==> config.mk <==
export PLATFORM = sky130hd
export DESIGN_NAME = vc_multiplier
export DESIGN_NICKNAME = d
export VERILOG_FILES = /design/src/rtl/vc_pkg.sv /design/src/rtl/vc_cell2.sv /design/src/rtl/vc_merge.sv /design/src/rtl/vc_mult_rec.sv /design/src/rtl/vc_multiplier.sv
export SDC_FILE = /design/constraint.sdc
export NUM_CORES = 2
export LEC_CHECK = 0
export BUFFER_PORTS_ARGS = -buffer_cell sky130_fd_sc_hd__buf_2
export CAP_MARGIN = 20
export CORE_MARGIN = 2
export CORE_UTILIZATION = 30
export DETAILED_ROUTE_END_ITERATION = 6
export SLEW_MARGIN = 5
export SYNTH_ARGS = -nofsm -noshare
export SYNTH_HDL_FRONTEND = slang
export SYNTH_HIERARCHICAL = 1
export SYNTH_SLANG_ARGS = --single-unit
==> constraint.sdc <==
create_clock -name clk -period 12.6 [get_ports clk]
set_clock_uncertainty 0.05 [all_clocks]
set_input_delay 2.52 -clock clk [delete_from_list [all_inputs] [get_ports clk]]
set_output_delay 2.52 -clock clk [all_outputs]
set_load 0.02 [all_outputs]
==> src/rtl/vc_pkg.sv <==
// Package: shared helpers for the recursive column-sum multiplier.
// Assumes: widths are positive integers; the core is sized to a power of two.
package vc_pkg;

    // Smallest power of two that is at least n and at least 2.
    function automatic int ceil_pow2(input int n);
        int p;
        p = 2;
        while (p < n) p = p * 2;
        return p;
    endfunction

endpackage

==> src/rtl/vc_cell2.sv <==
// vc_cell2: 2x2-bit unsigned multiplier using column sums.
// Column 0 is the AND of the low bits. Column 1 sums both cross products.
// Column 2 adds the column-1 carry to the product of the high bits.
// Assumes: purely combinational, no clock.
module vc_cell2 (
    input  logic [1:0] a_i,
    input  logic [1:0] b_i,
    output logic [3:0] prod_o
);

    // Form the three column sums and pack the 4-bit result.
    always_comb begin
        logic       col0;
        logic [1:0] col1;
        logic [1:0] col2;
        col0   = a_i[0] & b_i[0];
        col1   = {1'b0, a_i[1] & b_i[0]} + {1'b0, a_i[0] & b_i[1]};
        col2   = {1'b0, col1[1]} + {1'b0, a_i[1] & b_i[1]};
        prod_o = {col2, col1[0], col0};
        assert_cell_exact_R8: assert ({col2, col1[0], col0} == 4'(a_i) * 4'(b_i))
            else $error("2x2 cell result wrong");
    end

endmodule

==> src/rtl/vc_merge.sv <==
// vc_merge: joins four half-width partial products into one W x W product.
// The low-low product sits at weight 0, both cross products at weight W/2,
// and the high-high product at weight W. The three operands go through one
// carry-save level and then one carry-propagate add.
// Assumes: W is even; the inputs are true products of W/2-bit halves.
module vc_merge #(
    parameter int W = 4
) (
    input  logic [W-1:0]   ll_i,
    input  logic [W-1:0]   lh_i,
    input  logic [W-1:0]   hl_i,
    input  logic [W-1:0]   hh_i,
    output logic [2*W-1:0] prod_o
);

    localparam int H  = W / 2;
    localparam int PW = 2 * W;

    logic [PW-1:0] opnd_x;
    logic [PW-1:0] opnd_y;
    logic [PW-1:0] opnd_z;
    logic [PW-1:0] cs_sum;
    logic [PW-2:0] cs_cry;

    // Align the partial products; high-high and low-low never overlap.
    always_comb begin
        opnd_x = {hh_i, ll_i};
        opnd_y = {{H{1'b0}}, lh_i, {H{1'b0}}};
        opnd_z = {{H{1'b0}}, hl_i, {H{1'b0}}};
    end

    // One carry-save level reducing three operands to sum and carry.
    always_comb begin
        cs_sum = opnd_x ^ opnd_y ^ opnd_z;
        cs_cry = (opnd_x[PW-2:0] & opnd_y[PW-2:0])
               | (opnd_x[PW-2:0] & opnd_z[PW-2:0])
               | (opnd_y[PW-2:0] & opnd_z[PW-2:0]);
    end

    // Final carry-propagate addition.
    always_comb begin
        prod_o = cs_sum + {cs_cry, 1'b0};
    end

endmodule

==> src/rtl/vc_mult_rec.sv <==
// vc_mult_rec: W x W unsigned multiplier built recursively from four
// half-width multipliers down to the 2x2 cell.
// Assumes: W is a power of two, at least 2.
module vc_mult_rec #(
    parameter int W = 4
) (
    input  logic [W-1:0]   a_i,
    input  logic [W-1:0]   b_i,
    output logic [2*W-1:0] prod_o
);

    localparam int H = W / 2;

    generate
        if (W == 2) begin : g_leaf
            vc_cell2 u_cell (
                .a_i    (a_i),
                .b_i    (b_i),
                .prod_o (prod_o)
            );
        end else begin : g_node
            logic [W-1:0] pp_ll;
            logic [W-1:0] pp_lh;
            logic [W-1:0] pp_hl;
            logic [W-1:0] pp_hh;

            vc_mult_rec #(.W(H)) u_ll (.a_i(a_i[H-1:0]), .b_i(b_i[H-1:0]), .prod_o(pp_ll));
            vc_mult_rec #(.W(H)) u_lh (.a_i(a_i[H-1:0]), .b_i(b_i[W-1:H]), .prod_o(pp_lh));
            vc_mult_rec #(.W(H)) u_hl (.a_i(a_i[W-1:H]), .b_i(b_i[H-1:0]), .prod_o(pp_hl));
            vc_mult_rec #(.W(H)) u_hh (.a_i(a_i[W-1:H]), .b_i(b_i[W-1:H]), .prod_o(pp_hh));

            vc_merge #(.W(W)) u_merge (
                .ll_i   (pp_ll),
                .lh_i   (pp_lh),
                .hl_i   (pp_hl),
                .hh_i   (pp_hh),
                .prod_o (prod_o)
            );
        end
    endgenerate

endmodule

==> src/rtl/vc_multiplier.sv <==
// vc_multiplier: OP_W x OP_W unsigned multiplier with a 2*OP_W result.
// Operands are zero-extended to a power-of-two core and the low 2*OP_W
// product bits are kept. REG_OUT=1 adds an output register with a
// synchronous active-low reset; REG_OUT=0 leaves the path combinational.
// Assumes: OP_W >= 2.
module vc_multiplier
    import vc_pkg::*;
#(
    parameter int OP_W    = 24,
    parameter bit REG_OUT = 1'b1
) (
    input  logic              clk,
    input  logic              rst_n,
    input  logic [OP_W-1:0]   a_i,
    input  logic [OP_W-1:0]   b_i,
    output logic [2*OP_W-1:0] prod_o
);

    localparam int CORE_W = ceil_pow2(OP_W);
    localparam int PAD_W  = CORE_W - OP_W;
    localparam int PW     = 2 * OP_W;
    localparam int CPW    = 2 * CORE_W;

    logic [CORE_W-1:0] a_ext;
    logic [CORE_W-1:0] b_ext;
    logic [CPW-1:0]    core_prod;

    generate
        if (PAD_W > 0) begin : g_pad
            // Zero-extend both operands into the core width.
            always_comb begin
                a_ext = {{PAD_W{1'b0}}, a_i};
                b_ext = {{PAD_W{1'b0}}, b_i};
            end
            // padded operands must leave the bits above 2*OP_W clear.
            always_comb begin
                assert_pad_clear_R2: assert (core_prod[CPW-1:PW] == '0)
                    else $error("nonzero product bits above result width");
            end
        end else begin : g_nopad
            // Core width equals operand width.
            always_comb begin
                a_ext = a_i;
                b_ext = b_i;
            end
        end
    endgenerate

    vc_mult_rec #(.W(CORE_W)) u_core (
        .a_i    (a_ext),
        .b_i    (b_ext),
        .prod_o (core_prod)
    );

    generate
        if (REG_OUT) begin : g_reg
            // Capture the product each edge; clear it under reset.
            always_ff @(posedge clk) begin
                if (!rst_n) prod_o <= '0;
                else        prod_o <= core_prod[PW-1:0];
            end

            // output equals the product of the operands one edge back.
            assert_reg_product_R2: assert property (@(posedge clk) disable iff (!rst_n)
                $past(rst_n) |-> prod_o == PW'($past(a_i)) * PW'($past(b_i)))
                else $error("registered product mismatch");

            // lowest result bit is the AND of the operand LSBs.
            assert_lsb_and_R1: assert property (@(posedge clk) disable iff (!rst_n)
                $past(rst_n) |-> prod_o[0] == ($past(a_i[0]) & $past(b_i[0])))
                else $error("product LSB wrong");

            // the first edge after reset release still shows zero.
            assert_reset_clear_R4: assert property (@(posedge clk) disable iff (!rst_n)
                !$past(rst_n) |-> prod_o == '0)
                else $error("output not cleared by reset");
        end else begin : g_comb
            // Pass the core product straight through.
            always_comb begin
                prod_o = core_prod[PW-1:0];
            end

            // combinational output equals the exact product.
            assert_comb_product_R2: assert property (@(posedge clk) disable iff (!rst_n)
                prod_o == PW'(a_i) * PW'(b_i))
                else $error("combinational product mismatch");
        end
    endgenerate

endmodule

==> reports/qor.tcl <==
set qor(top_register) {prod_o}
set qor(groute.usage.overall_pct) 15.2
set qor(largest_register_ffs) 48
set qor(rsz0062_at_grt) {false}
set qor(crit_arrival_ns) 11.90
set qor(syn_area_per_cell_sq_um) 8.77
set qor(clock_root_buffer) {sky130_fd_sc_hd__clkbuf_16}
set qor(worstPathRequired_ns) 12.78
set qor(timing.max_slew.rel_slack_pct) 46.5
set qor(floorplan.die.width_um) 385
set qor(tritoncts_buffers) 5
set qor(hold_viol) 0
set qor(crit_path_max_incr_delay_ns) 0.50
set qor(floorplan.io_pins) 98
set qor(sum_of_negative_setup_slack_ns) 0
set qor(initial_utilization_pct) 30.3
set qor(path_common_cell) {sky130_fd_sc_hd__ha_1}
set qor(io_buffers) 97
set qor(cts_tree) {done}
set qor(setup_viol) 0
set qor(reg.largest.list) {prod_o x48}
set qor(slew_viol_final) 0
set qor(clk_path_buf_depth) 2
set qor(detailedPlacementHpwl_um) 94200
set qor(final.min_clock_period_ns) 11.72
set qor(largest_net_degree_at_the_start_of_global_routing) 49
set qor(placedInstanceArea_sq_mm) 0.0462
set qor(average_wire_per_cell_in_the_routed_design_um) 15.4
set qor(timing.critical_path.slowest_stage_cell) {sky130_fd_sc_hd__fa_1}
set qor(timing.critical_path.fanout_max) 27
set qor(layout_common_cells) {sky130_fd_sc_hd__and2_1 (931), sky130_fd_sc_hd__ha_1 (862), sky130_fd_sc_hd__inv_1 (727)}
set qor(max_slew.worst_pin.slew_ns) 0.796
set qor(fp.coreArea_sq_mm) 0.144
set qor(cap_viol_max_count) 0
set qor(dr.pass1.iters) 5
set qor(ys_warn_count) 6
set qor(remaining_drc_errors) 0
set qor(antenna_violations_before_repair) 13
set qor(h_tree_lvls) 2
set qor(cts-hold-fix-buffers) 0
set qor(detail-route-antenna-nets) 0
set qor(chipHeight_um) 385
set qor(final_net_count) 6620
set qor(stdcell_area_sq_mm) 0.0464
set qor(crit_type) {in2reg}
set qor(commonest_non_fill_non_tap_cell_in_the_layout) {sky130_fd_sc_hd__and2_1}
set qor(clock_transition_at_path_regs_ns) 0.08
set qor(detail_route.iter0.violations) 1261
set qor(achievable-frequency_mhz) 85.3
set qor(cp-end-kind) {flip-flop}
set qor(synthToLayoutAreaGrowth_pct) 6.47
set qor(cts_num_sinks) 48
set qor(via_count_of_the_first_global_routing_pass) 33400
set qor(gp_routability_congestion) 0.897
set qor(grt-ovfl-total) 0
set qor(nFillCells) 15100
set qor(outcome) {finished, final reports clean}
set qor(synthesis.area_sq_mm) 0.0436
set qor(final_layout_size_suffix_gt1_share_pct) 7.35
set qor(synthCells) 4974
set qor(grt_pass1_wl_um) 180000
set qor(type_of_element_launching_the_critical_path) {input port}
set qor(wl_um) 110000
set qor(min_path_type) {in2reg}
set qor(finalCritPeriodShare_pct) 93.0
set qor(post-cts-setup-buffer-count) 0
set qor(routed-via-count) 32300
set qor(vias_per_cell) 4.54
set qor(die_area_sq_mm) 0.148
set qor(rows) 139
set qor(cts_resized) 0
## layout make-up
type	count	area [sq um]	share of cell area, %
clock buffer	5	125	0.269
sequential	48	961	2.07
inverter	727	2730	5.88
multi-input combinational	4278	39300	84.6
tap	1903	2380	5.13
timing repair buffer	150	883	1.90
antenna	4	10.0	0.0216
clock inverter	3	68.8	0.148
## metrics by stage
stage / hold slack [ns] / setup WS, ns / util, % / cells
after global placement: 2.89 / 0.779 / 32.1 / 7106
after global routing: 2.68 / 0.408 / 32.2 / 7114
final: 2.64 / 0.879 / 32.2 / 7118
after floorplan: 2.72 / 1.87 / - / 5301
after CTS: 2.65 / 0.960 / 32.2 / 7114
after detailed placement: 2.89 / 0.610 / 32.1 / 7106
## layer usage
metal | share of wire (%) | up-vias | global-route usage [%] | routed length [um]
met5 | 0.069 | - | 0 | 76
li1 | - | 16100 | - | -
met4 | 1.6 | 12 | 2.34 | 1740
met3 | 3.4 | 76 | 1.21 | 3720
met1 | 47 | 15600 | 20.5 | 51800
met2 | 48 | 478 | 26.6 | 52400
## worst max-delay path: cells and delay by family
family / cells / cell delay (ns)
adders and majority gates: 11 / 3.97
AOI/OAI and AO/OA: 12 / 2.69
and+or+nand+nor: 6 / 1.14
xor gates and xnor gates: 4 / 0.97
buffers and inverters: 5 / 0.59
## path summary, 6_finish.rpt
kind | startpoint | endpoint | cells past startpoint
setup / recovery | a_i[0] | prod_o[45] | 38
hold / removal | a_i[0] | prod_o[0] | 3
Power is not shown: default switching activity piles up to over one toggle a cycle in this logic, so the estimate is an artifact.
